==> src/rtl/arqf_pkg.sv <==
package arqf_pkg;

   typedef enum logic [2:0] {
      RT_NONE  = 3'd0,
      RT_PHYS  = 3'd1,
      RT_ARREQ = 3'd2,
      RT_LOCAL = 3'd3,
      RT_RESP  = 3'd4
   } route_e;

   typedef struct packed {
      logic   accept;
      route_e route;
   } verdict_t;

endpackage

==> src/rtl/arqf_perm_bank.sv <==
module arqf_perm_bank #(
   parameter int DATA_W   = 32,
   parameter int WORDS    = 2,
   parameter int ADDR_W   = 12,
   parameter int REG_BASE = 'h100,
   localparam int TOTAL   = DATA_W * WORDS
) (
   input  logic              clk,
   input  logic              rst_n,
   input  logic              bus_reset,
   input  logic              wr_en,
   input  logic [ADDR_W-1:0] wr_addr,
   input  logic [DATA_W-1:0] wr_data,
   input  logic [ADDR_W-1:0] rd_addr,
   output logic [DATA_W-1:0] rd_data,
   output logic [TOTAL-1:0]  perm
);

   logic [DATA_W-1:0] word_q   [WORDS];
   logic [WORDS-1:0]  rd_sel;

   genvar w;
   generate
      for (w = 0; w < WORDS; w++) begin : g_word
         // address order: index 0 is the most significant half
         localparam int SLOT = WORDS - 1 - w;
         localparam logic [ADDR_W-1:0] SET_A = ADDR_W'(REG_BASE + w * 8);
         localparam logic [ADDR_W-1:0] CLR_A = ADDR_W'(REG_BASE + w * 8 + 4);
         // only the grant-everyone bit survives a bus reset
         localparam logic [DATA_W-1:0] KEEP =
            (SLOT == WORDS - 1) ? {1'b1, {(DATA_W-1){1'b0}}} : '0;

         logic              set_hit, clr_hit;
         logic [DATA_W-1:0] nxt;

         assign set_hit = wr_en && (wr_addr == SET_A);
         assign clr_hit = wr_en && (wr_addr == CLR_A);

         always_comb begin
            nxt = word_q[SLOT];
            if (set_hit) nxt = nxt | wr_data;
            if (clr_hit) nxt = nxt & ~wr_data;
            if (bus_reset) nxt = nxt & KEEP;
         end

         always_ff @(posedge clk or negedge rst_n) begin
            if (!rst_n) word_q[SLOT] <= '0;
            else        word_q[SLOT] <= nxt;
         end

         assign rd_sel[SLOT] = (rd_addr == SET_A) || (rd_addr == CLR_A);
         assign perm[SLOT*DATA_W +: DATA_W] = word_q[SLOT];
      end
   endgenerate

   always_comb begin
      rd_data = '0;
      for (int i = 0; i < WORDS; i++) begin
         if (rd_sel[i]) rd_data = rd_data | word_q[i];
      end
   end

endmodule

==> src/rtl/arqf_srcmatch.sv <==
module arqf_srcmatch #(
   parameter int BUS_W  = 10,
   parameter int NODE_W = 6,
   localparam int TOTAL = 2 ** NODE_W,
   localparam int SRC_W = BUS_W + NODE_W
) (
   input  logic [SRC_W-1:0] src,
   input  logic [BUS_W-1:0] local_bus,
   input  logic [TOTAL-1:0] perm,
   output logic             permitted
);

   localparam logic [NODE_W-1:0] FLAG_NODE = '1;
   localparam logic [BUS_W-1:0]  ALIAS_BUS = '1;

   logic [NODE_W-1:0] node;
   logic [BUS_W-1:0]  bus;
   logic              bus_ok, node_bit;

   assign node     = src[NODE_W-1:0];
   assign bus      = src[NODE_W +: BUS_W];
   assign bus_ok   = (bus == ALIAS_BUS) || (bus == local_bus);
   // the top slot holds the grant-everyone flag, not a node grant
   assign node_bit = (node != FLAG_NODE) && perm[node];

   assign permitted = perm[TOTAL-1] || (bus_ok && node_bit);

endmodule

==> src/rtl/arqf_window.sv <==
module arqf_window #(
   parameter int OFS_W                  = 48,
   parameter logic [OFS_W-1:0] CFG_BASE = 48'hFFFF_F000_0400,
   parameter logic [OFS_W-1:0] CFG_SPAN = 48'h400,
   parameter logic [OFS_W-1:0] ISO_BASE = 48'hFFFF_F000_021C,
   parameter logic [OFS_W-1:0] ISO_SPAN = 48'h10,
   parameter bit ISO_BYPASS_EN          = 1'b1
) (
   input  logic [OFS_W-1:0] ofs,
   input  logic             qread,
   input  logic             link_en,
   output logic             cfg_hit,
   output logic             iso_hit
);

   localparam logic [OFS_W:0] CFG_END = {1'b0, CFG_BASE} + {1'b0, CFG_SPAN};
   localparam logic [OFS_W:0] ISO_END = {1'b0, ISO_BASE} + {1'b0, ISO_SPAN};

   logic in_cfg;
   assign in_cfg  = (ofs >= CFG_BASE) && ({1'b0, ofs} < CFG_END);
   assign cfg_hit = qread && link_en && in_cfg;

   generate
      if (ISO_BYPASS_EN) begin : g_iso
         assign iso_hit = (ofs >= ISO_BASE) && ({1'b0, ofs} < ISO_END);
      end else begin : g_no_iso
         assign iso_hit = 1'b0;
      end
   endgenerate

endmodule

==> src/rtl/arqf_verdict.sv <==
module arqf_verdict
   import arqf_pkg::*;
#(
   parameter int OFS_W                  = 48,
   parameter logic [OFS_W-1:0] PHYS_TOP = 48'h0000_FFFF_FFFF
) (
   input  logic             clk,
   input  logic             rst_n,
   input  logic             req_valid,
   input  logic [OFS_W-1:0] ofs,
   input  logic             is_resp,
   input  logic             bypass,
   input  logic             permitted,
   input  logic             phys_ok,
   input  logic             arctx_en,
   output logic             dec_valid,
   output verdict_t         dec
);

   verdict_t v_nxt;

   always_comb begin
      v_nxt = '{accept: 1'b0, route: RT_NONE};
      if (is_resp) begin
         v_nxt = '{accept: 1'b1, route: RT_RESP};
      end else if (bypass) begin
         v_nxt = '{accept: 1'b1, route: RT_LOCAL};
      end else if (permitted) begin
         if (phys_ok && (ofs <= PHYS_TOP))
            v_nxt = '{accept: 1'b1, route: RT_PHYS};
         else if (arctx_en)
            v_nxt = '{accept: 1'b1, route: RT_ARREQ};
      end
   end

   always_ff @(posedge clk or negedge rst_n) begin
      if (!rst_n) begin
         dec_valid <= 1'b0;
         dec       <= '{accept: 1'b0, route: RT_NONE};
      end else begin
         dec_valid <= req_valid;
         if (req_valid) dec <= v_nxt;
         else           dec <= '{accept: 1'b0, route: RT_NONE};
      end
   end

endmodule

==> src/rtl/arq_src_filter.sv <==
module arq_src_filter
   import arqf_pkg::*;
#(
   parameter int DATA_W   = 32,
   parameter int ADDR_W   = 12,
   parameter int REG_BASE = 'h100,
   parameter int BUS_W    = 10,
   parameter int NODE_W   = 6,
   parameter int OFS_W    = 48,
   parameter bit ISO_BYPASS_EN = 1'b1,
   localparam int TOTAL   = 2 ** NODE_W,
   localparam int WORDS   = TOTAL / DATA_W,
   localparam int SRC_W   = BUS_W + NODE_W
) (
   input  logic              clk,
   input  logic              rst_n,
   input  logic              bus_reset,
   input  logic              wr_en,
   input  logic [ADDR_W-1:0] wr_addr,
   input  logic [DATA_W-1:0] wr_data,
   input  logic [ADDR_W-1:0] rd_addr,
   output logic [DATA_W-1:0] rd_data,
   input  logic [BUS_W-1:0]  local_bus,
   input  logic              link_en,
   input  logic              arctx_en,
   input  logic              phys_ok,
   input  logic              req_valid,
   input  logic [SRC_W-1:0]  req_src,
   input  logic [OFS_W-1:0]  req_offset,
   input  logic              req_is_resp,
   input  logic              req_qread,
   output logic              dec_valid,
   output logic              dec_accept,
   output logic [2:0]        dec_route
);

   generate
      if (TOTAL % DATA_W != 0) begin : g_bad_split
         $error("permission width must be a multiple of the register width");
      end
      if (WORDS < 1) begin : g_bad_words
         $error("at least one permission register half is needed");
      end
      if (OFS_W < 33) begin : g_bad_ofs
         $error("offset must be wider than the physical window");
      end
   endgenerate

   logic [TOTAL-1:0] perm;
   logic             permitted, cfg_hit, iso_hit;
   verdict_t         dec;

   arqf_perm_bank #(
      .DATA_W(DATA_W), .WORDS(WORDS), .ADDR_W(ADDR_W), .REG_BASE(REG_BASE)
   ) u_bank (
      .clk(clk), .rst_n(rst_n), .bus_reset(bus_reset),
      .wr_en(wr_en), .wr_addr(wr_addr), .wr_data(wr_data),
      .rd_addr(rd_addr), .rd_data(rd_data), .perm(perm)
   );

   arqf_srcmatch #(.BUS_W(BUS_W), .NODE_W(NODE_W)) u_match (
      .src(req_src), .local_bus(local_bus), .perm(perm),
      .permitted(permitted)
   );

   arqf_window #(.OFS_W(OFS_W), .ISO_BYPASS_EN(ISO_BYPASS_EN)) u_win (
      .ofs(req_offset), .qread(req_qread), .link_en(link_en),
      .cfg_hit(cfg_hit), .iso_hit(iso_hit)
   );

   arqf_verdict #(.OFS_W(OFS_W)) u_verdict (
      .clk(clk), .rst_n(rst_n), .req_valid(req_valid),
      .ofs(req_offset), .is_resp(req_is_resp),
      .bypass(cfg_hit || iso_hit), .permitted(permitted),
      .phys_ok(phys_ok), .arctx_en(arctx_en),
      .dec_valid(dec_valid), .dec(dec)
   );

   assign dec_accept = dec.accept;
   assign dec_route  = dec.route;

endmodule

==> config.mk <==
export PLATFORM = sky130hd
export DESIGN_NAME = arq_src_filter
export DESIGN_NICKNAME = d
export VERILOG_FILES = /design/src/rtl/arqf_pkg.sv /design/src/rtl/arqf_perm_bank.sv /design/src/rtl/arqf_srcmatch.sv /design/src/rtl/arqf_window.sv /design/src/rtl/arqf_verdict.sv /design/src/rtl/arq_src_filter.sv
export SDC_FILE = /design/constraint.sdc
export NUM_CORES = 1
export LEC_CHECK = 0
export ABC_AREA = 1
export ABC_CLOCK_PERIOD_IN_PS = 1500
export BUFFER_PORTS_ARGS = -buffer_cell sky130_fd_sc_hd__buf_2
export CORE_ASPECT_RATIO = 0.8
export CORE_UTILIZATION = 39
export DETAILED_ROUTE_END_ITERATION = 10
export PLACE_DENSITY = 0.69
export SLEW_MARGIN = 25
export SYNTH_ARGS = -nofsm -noshare
export SYNTH_HDL_FRONTEND = slang
export SYNTH_SLANG_ARGS = --single-unit
==> constraint.sdc <==
create_clock -name clk -period 1.5 [get_ports clk]
set_input_delay 0 -clock clk [delete_from_list [all_inputs] [get_ports clk]]
set_output_delay 0 -clock clk [all_outputs]
set_load 0.03 [all_outputs]
=== Word-level counts from Yosys, hierarchy flattened ===
Index checks and enable logic that the tools add are counted.

* Bits in registers: 69
* Input bits: 140
* Word-level logic and storage cells: 60

* Order comparisons: 6
* Equality and inequality tests: 11
* Muxes and demuxes: 16
* Bitwise logic cells: 6
* Reduce and logical (&&, ||, !) cells: 16

{| class="wikitable"
|+ Operators by type and width
! kind !! number
|-
| $mux 32 || 7
|-
| $eq 12x9->1 const B || 8
|-
| $ge 48x48->1 const B || 2
|-
| $lt 48x48->1 const B || 2
|-
| $or 32x32->32 || 3
|-
| $and 32x32->32 || 2
|-
| $le 48x32->1 const B || 1
|-
| $not 32->32 || 1
|-
| $mux 31 || 1
|-
| $mux 4 || 6
|-
| $logic_and 1x1->1 || 11
|-
| $eq 10x10->1 || 1
|-
| $eq 10x10->1 const B || 1
|-
| $lt 6x7->1 const B || 1
|-
| $bmux 1 s6 || 1
|-
| $ne 6x6->1 const B || 1
|-
| $logic_or 1x1->1 || 5
|-
| $mux 1 || 1
|}

=== Longest topological paths before layout ===
Gate-level depths: netlist (run 1).

* Word-level depth: 9
* Depth in mapped cells: 14
* Gate-level depth less buffers: 14

=== Hierarchy ===
Synthesis (run 1) repeated with hierarchy kept, for this count alone.

* Cells, all modules: 858
* Area, all modules: 5502.8 um^2

{| class="wikitable"
|+ Modules (own cells, without submodules)
! module !! times used !! cells an instance !! area each (um^2) !! seq. area each (um^2)
|-
| arqf_perm_bank || 1 || 551 || 4036.4 || 1601.5
|-
| arqf_srcmatch || 1 || 218 || 984.7 || 0.0
|-
| arqf_verdict || 1 || 32 || 245.2 || 125.1
|-
| arqf_window || 1 || 54 || 225.2 || 0.0
|-
| arq_src_filter || 1 || 3 || 11.3 || 0.0
|}

=== Worst setup path before layout (run 1) ===
OpenSTA, ideal clock, no wires.

* Kind: input to output
* From: input port rd_addr[5]
* To: output port rd_data[2]
* Data arrival time: 1531 ps
* Data required time: 1500 ps
* Path slack: -31 ps
* Stages on the path: 5
* Buffers on the path: 1
* Path through: or4_1 nor4_2 nand2_1 buf_2 o22ai_1

* Longest elaborated chain between the ends: 5
* Elaborated cells between the ends (all ways): 9
* Classes of those cells: eq/ne: 4; mux: 2; bitwise: 1; reduce/logical: 2

{| class="wikitable"
|+ Ends and longest elaborated chain
! element !! line !! source
|-
| start, declared || arq_src_filter.sv:21 || <nowiki>input logic [ADDR_W-1:0] rd_addr,</nowiki>
|-
| $eq 12x9->1 || arqf_perm_bank.sv:51 || <nowiki>assign rd_sel[SLOT] = (rd_addr == SET_A) || (rd_addr == CLR_A);</nowiki>
|-
| $logic_or 1x1->1 || arqf_perm_bank.sv:51 ||
|-
| $mux 32 || arqf_perm_bank.sv:59 || <nowiki>if (rd_sel[i]) rd_data = rd_data | word_q[i];</nowiki>
|-
| $or 32x32->32 || arqf_perm_bank.sv:59 ||
|-
| $mux 32 (*) || arqf_perm_bank.sv:59 ||
|-
| end, declared || arq_src_filter.sv:22 || <nowiki>output logic [DATA_W-1:0] rd_data,</nowiki>
|}

Every way passes the cells marked *; elsewhere a longest branch is shown, timed or not.

=== Final worst setup path (run 1) ===
* From: input port rd_addr[5]
* To: output port rd_data[30]

Same word-level chain as after synthesis.

==> results of run 1 <==
-- flip-flops by register name (all words and copies together), names as in the netlist, named ones only --
signal and cells:
u_verdict.dec_valid 1, u_bank.perm 63, u_verdict.dec 4
-- cell families (layout without fill, tap and decap cells) --
logic type,count (synthesis),after routing,share of synthesized area (%)
AO/OA/AOI/OAI,113,113,21.0
XOR/XNOR,8,8,1.56
buffers and inverters,130,355,11.6
flip-flops,69,69,38.5
multiplexers,1,1,0.251
other,0,1,0
AND/OR/NAND/NOR,266,266,27.1
-- critical path: cells and delay by family --
family,cells,cell delay [ps]
AND/OR/NAND/NOR,3,880
buffers and inverters,3,500
AO/OA/AOI/OAI,1,200
-- per-stage QoR --
step / area [um2] / TNS (ps) / setup WS (ps) / util [%]
2_1_floorplan: 4490 / -470 / -31.4 / -
3_3_place_gp: 5760 / -679 / -72.3 / 52.3
3_5_place_dp: 5760 / -2920 / -140 / 52.3
4_1_cts: 6690 / -1060 / -67.8 / 60.7
5_1_grt: 6740 / -3730 / -158 / 61.2
6_report: 6740 / -1270 / -78.3 / 61.2
-- cell type report --
type                            count  share of cell area, %
Timing Repair Buffer              250                   27.2
Tap cell                          144                   2.67
Clock buffer                       14                   4.06
Sequential cell                    69                   25.6
Multi-Input combinational cell    388                   35.4
Antenna cell                        1                 0.0371
Inverter                           90                   5.01
Clock inverter                      1                 0.0742
-- per-layer routing --
layer / part of all wire, % / up-vias
met5: 0 / -
met4: 1.4 / 0
met3: 9.1 / 22
met2: 49 / 331
met1: 41 / 2573
li1: - / 2533
-- worst min-delay path by stage --
stage               startpoint                          to  slack (ps)
finish                 phys_ok            u_verdict.dec[0]          50
CTS                    phys_ok            u_verdict.dec[0]          50
global placement         rst_n             u_bank.perm[54]          60
floorplan                rst_n  asynchronous set/reset pin        -300
detailed placement       rst_n             u_bank.perm[54]          60
global route           phys_ok            u_verdict.dec[0]          70
-- repair_timing --
item                                    4_1_cts  5_1_grt
resized for setup                            68       26
pin swaps                                     1       17
endpoints found under the setup margin       34       35
hold buffers                                 36        0
endpoints found under the hold margin       138        0
cloned                                        1        0
setup buffers                                 2        1
-- power groups by stage --
stage	logic, mW	registers, mW	clock network [mW]
3_5_place_dp	0.608	1.90	0
6_report	0.698	1.87	2.00
3_3_place_gp	0.588	1.90	0
2_1_floorplan	0.220	1.91	0
5_1_grt	0.768	1.87	2.11
4_1_cts	0.687	1.87	2.04
-- placed cells by master, fill, tap and decap left out, drive strengths merged --
cell	count
o21bai	1
diode	1
nor2	26
and2	1
and3	1
dfrtp	69
xor2	6
o22ai	32
a21oi	9
nand3b	2
nand3	111
clkinv	1
a22o	1
nand2	99
nor3	5
buf	214
o21ai	1
a221oi	63
nand4	9
nor4	8
o2111ai	1
or4	1
or2	3
a21boi	1
inv	90
mux2	1
clkbuf	14
o211ai	4
xnor2	2
dlygate4sd3	36
==> flow_metrics.tcl, run 1 <==
set metrics [dict create \
    yosysWarnings 0 \
    finClkSkew_ps 5.01 \
    dieArea_um2 11900 \
    grt_busiest_layer "met2" \
    cp.arrival_ps 1580 \
    grtUsageMet3_pct 7.07 \
    crit_chain "buf_6, or4_4, nor4_4, nand2_1, buf_6, o22ai_1, buf_4" \
    yosysTopAreaCell "dfrtp_1" \
    cp_max_fo 17 \
    die_y_um 97.9 \
    met1_usage_pct 34.0 \
    reg2reg_to "u_verdict.dec[3]" \
    intPower_mw 3.44 \
    drt_first_pass_iters 5 \
    ctsHtreeMaxLevel 3 \
    vias 5459 \
    routed_wl_um 15700 \
    path_clk_slew_ps 50 \
    p_per_area_nw_per_um2 678 \
    grt_pass1_wl_um 25100 \
    reg2reg_slack_ps 10 \
    r2r-start "u_bank.perm[59]" \
    final_hold_viol_count 0 \
    fin_ws_ps -78.3 \
    wl_per_cell_um 16.4 \
    synth.top_cell.area_share_pct 38.5 \
    grt_usage_pct 26.8 \
    fill_cells 938 \
    min_period_ps 1580 \
    start_kind "primary input" \
    netlist_area_um2 4480 \
    p_leak_nw 3.07 \
    p_seq_share_pct 40.9 \
    critical_path_class "primary input to output port" \
    hold-worst-slack_ps 48.9 \
    setup_viol 32 \
    synth_edf_count 0 \
    timing.final.crit_share_pct 105 \
    viasPerCell 5.70 \
    drtIter0Drc 557 \
    antenna_found_initial 0 \
    synth_top_flop_cell "dfrtp_1" \
    start_util_pct 40.7 \
    clk_latency_ps 340 \
    crit_top_cell "buf_6" \
    synth_area_leaders "dfrtp_1, nand3_1, a221oi_1, nand2_1, inv_1" \
    cts_tree "built" \
    startpoint "rd_addr[5]" \
    met2_usage_pct 44.3 \
    grt_overflow 0 \
    grt_max_degree 70 \
    drive_above_1_share_pct 35.3 \
    crit_slowest_cell "or4_4" \
    place_inst 901 \
    synthDistinctLibCells 32 \
    drc 0 \
    rsz0062_at_grt "yes" \
    violations "setup timing" \
    numPortBuffers 173 \
    gp_congestion 0.858 \
    cts_root_buffer "clkbuf_16" \
    cts_made_buffers 9 \
    rows 34 \
    swShare_pct 24.9 \
    die_x_um 122 \
    p_switching_mw 1.14 \
    synth_common_cells "nand3_1, nand2_1, inv_1" \
    cts_sinks 69 \
    worstMarginPinSlew_ps 405 \
    synth.avg_cell_area_um2 7.64 \
    syn_nets 727 \
    crit_path_end "rd_data[30]" \
    status "finished with violations" \
    regArea_um2 1730 \
    cp_slowest_stage_delay_ps 540 \
    hold_depth 5 \
    dpl.hpwl_um 10600 \
    cp_data_required_time_ps 1500 \
    combPwrFrac_pct 15.3 \
    multiInputGateArea_um2 2380 \
    ant_nets 0 \
    layoutNonFillerInstCount 957 \
    hold_path.class "primary input to flop" \
    postSynth.asyncResetShare_pct 100 \
    area_growth_pct 50.5 \
    synth-seq-cells 69 \
    clkPwrFrac_pct 43.8 \
    syn-instance-count 587 \
    end_kind "output port" \
    slew_headroom_pct 72.8 \
    finish.net_count 948 \
    clock_path_buffers 2 \
    fmax_mhz 634 \
    core_um2 11000 \
    ys_seq_area_share_pct 38.5 \
    io-pin-count 177 \
    cap_violations 0 \
    drv_slew 0 \
    grt_pass1_vias 5263 \
    peakVddDrop_mv 0.537 \
    yosysMostFrequentCell "nand3_1" \
    power.total_mw 4.57 \
    reg2reg_depth 14 \
]
No activity file was read; power rests on OpenSTA's default activity.
==> inputs of run 2 (changes only) <==
--- a/config.mk
+++ b/config.mk
@@ -6,10 +6,11 @@
 export NUM_CORES = 1
 export LEC_CHECK = 0
 export ABC_AREA = 1
-export ABC_CLOCK_PERIOD_IN_PS = 1500
+export ABC_CLOCK_PERIOD_IN_PS = 2029
 export BUFFER_PORTS_ARGS = -buffer_cell sky130_fd_sc_hd__buf_2
 export CORE_ASPECT_RATIO = 0.8
 export CORE_UTILIZATION = 39
+export CTS_CLUSTER_SIZE = 12
 export DETAILED_ROUTE_END_ITERATION = 10
 export PLACE_DENSITY = 0.69
 export SLEW_MARGIN = 25
==> constraint.sdc (replaced) <==
create_clock -name clk -period 2.03 [get_ports clk]
set_input_delay 0 -clock clk [delete_from_list [all_inputs] [get_ports clk]]
set_output_delay 0 -clock clk [all_outputs]
set_load 0.03 [all_outputs]
==> run 2 against run 1 <==
Against the previous run: the run now ends clean; design area down 9.1%; core utilization shrank 5.5 points; non-clock buffer count shrank 29; register-to-register slack improved by 460 ps; critical path depth is the same; combinational power down 31%; clock-buffer cell count is 3 lower; clock skew barely moved; sequential power shrank 26%; critical path type unchanged; largest cell class unchanged.
==> flow_metrics.tcl, run 2 (synthesis gave the netlist of run 1 again) <==
set metrics [dict create \
    status "completed" \
    viasPerCell 5.66 \
    vias 5254 \
    fill_cells 1038 \
    gp_congestion 0.870 \
    p_per_area_nw_per_um2 562 \
    core_um2 11000 \
    fin_ws_ps 302 \
    final_hold_viol_count 0 \
    critical_path_class "primary input to output port" \
    final.setup.tns_ps 0 \
    grtUsageMet3_pct 5.96 \
    finish.net_count 919 \
    dpl_worst_slack_ps 330 \
    grt_max_degree 65 \
    cp_data_required_time_ps 2030 \
    crit_top_cell "buf_2" \
    drt_first_pass_iters 5 \
    crit_chain "buf_2, or4_1, nor4_2, nand2_1, buf_4, o22ai_1, buf_2" \
    crit_buf_inv 3 \
    cap_violations 0 \
    hold_path.class "primary input to flop" \
    cp_slowest_stage_delay_ps 530 \
    design_area_um2 6130 \
    ctsHoldBuffers 36 \
    cp_max_fo 32 \
    power.total_mw 3.45 \
    grt_overflow 0 \
    final_common_cell "buf_2" \
    crit_slowest_cell "or4_1" \
    drc 0 \
    die_x_um 122 \
    layoutNonFillerInstCount 928 \
    peakVddDrop_mv 0.413 \
    end_kind "output port" \
    met2_usage_pct 41.9 \
    path_clk_slew_ps 60 \
    cts_made_buffers 9 \
    rsz0062_at_grt "no" \
    timing.final.crit_share_pct 85.1 \
    clk_latency_ps 330 \
    area_growth_pct 36.9 \
    p_leak_nw 2.88 \
    cp_top_family "simple AND/OR/NAND/NOR gates" \
    drive_above_1_share_pct 28.6 \
    final_cell_mix "buf_2, nand3_1, nand2_1, inv_1, dfrtp_1" \
    numPortBuffers 173 \
    dpl-instance-area_um2 5480 \
    start_util_pct 40.7 \
    start_kind "primary input" \
    ctsHtreeMaxLevel 3 \
    antenna_found_initial 1 \
    drv_slew 0 \
    grt_busiest_layer "met2" \
    fmax_mhz 579 \
    setup_viol 0 \
    cts_setup_buffers 0 \
    grt_pass1_vias 5216 \
    routed_wl_um 15200 \
    regArea_um2 1730 \
    slew_headroom_pct 60.0 \
    die_y_um 97.9 \
    cts_sinks 69 \
    met1_usage_pct 33.7 \
    io-pin-count 177 \
    dpl.hpwl_um 10100 \
    place_inst 876 \
    worstMarginPinSlew_ps 600 \
    n_antenna_cell 0 \
    cts_tree "built" \
    drtIter0Drc 385 \
    finClkSkew_ps 5.04 \
    clock_path_buffers 2 \
    grt_pass1_wl_um 24400 \
    post_cts_resize_count 0 \
    ant_nets 0 \
    grt_usage_pct 25.8 \
    min_period_ps 1730 \
    rows 34 \
    wl_per_cell_um 16.3 \
    dieArea_um2 11900 \
    largest_register_ffs 63 \
    cts_root_buffer "clkbuf_16" \
    multiInputGateArea_um2 2250 \
    cp.arrival_ps 1730 \
]
-- run 2: cell types whose count changed in the layout (fill, tap and decap cells not counted), moves of 8 or more --
cell     delta
o22ai_2     -8
buf_4      -34
o22ai_1    +10
buf_12      -8
inv_1      +12
inv_2      -12
buf_2      +33
buf_6      -19
-- run 2: worst paths after layout --
kind,startpoint,to,slack (ps),depth (start not counted)
max,rd_addr[5],rd_data[30],300,7
min in group asynchronous,rst_n,u_bank.perm[58],150,2
min,phys_ok,u_verdict.dec[0],40,5
max reg2reg,u_bank.perm[24],u_verdict.dec[3],470,12
max in group asynchronous,rst_n,u_bank.perm[50],1080,3
min reg2reg,u_bank.perm[31],u_bank.perm[31],570,2
-- run 2: through the flow --
step                utilization [%]  hold WS (ps)
finish                         55.7          43.2
global route                   55.7          57.0
CTS                            55.7          40.6
detailed placement             49.7         -29.0
global placement               49.7         -43.0
floorplan                         -          -296
-- run 2: metal layers --
metal	vias up	part of all wire (%)
li1	2468	-
met5	-	0.086
met1	2481	44
met2	278	47
met3	25	7.4
met4	2	1.4
-- run 2: area by class of cell --
class,count,area share (%)
clock inverters,5,0.816
inverters,90,5.51
clock buffers,11,3.96
well taps,144,2.94
repair buffers,221,21.9
multi-input cells,388,36.8
flip-flops and latches,69,28.2
-- run 2: power breakdown --
part           internal, mW  switching (mW)
clock network         0.977           0.608
logic                 0.214           0.269
registers              1.38        0.000963
-- run 2: worst reg2reg max path, cell delays in order, from the launching register on --
cell	delay (ps)
dfrtp_1	340
inv_1	60
nand2_1	70
nand3_1	70
a21boi_0	260
nor2_1	90
nand2_1	70
nand2_1	40
nand2_1	50
nand3_1	70
nand2_1	150
nand2_1	70
a21oi_1	130
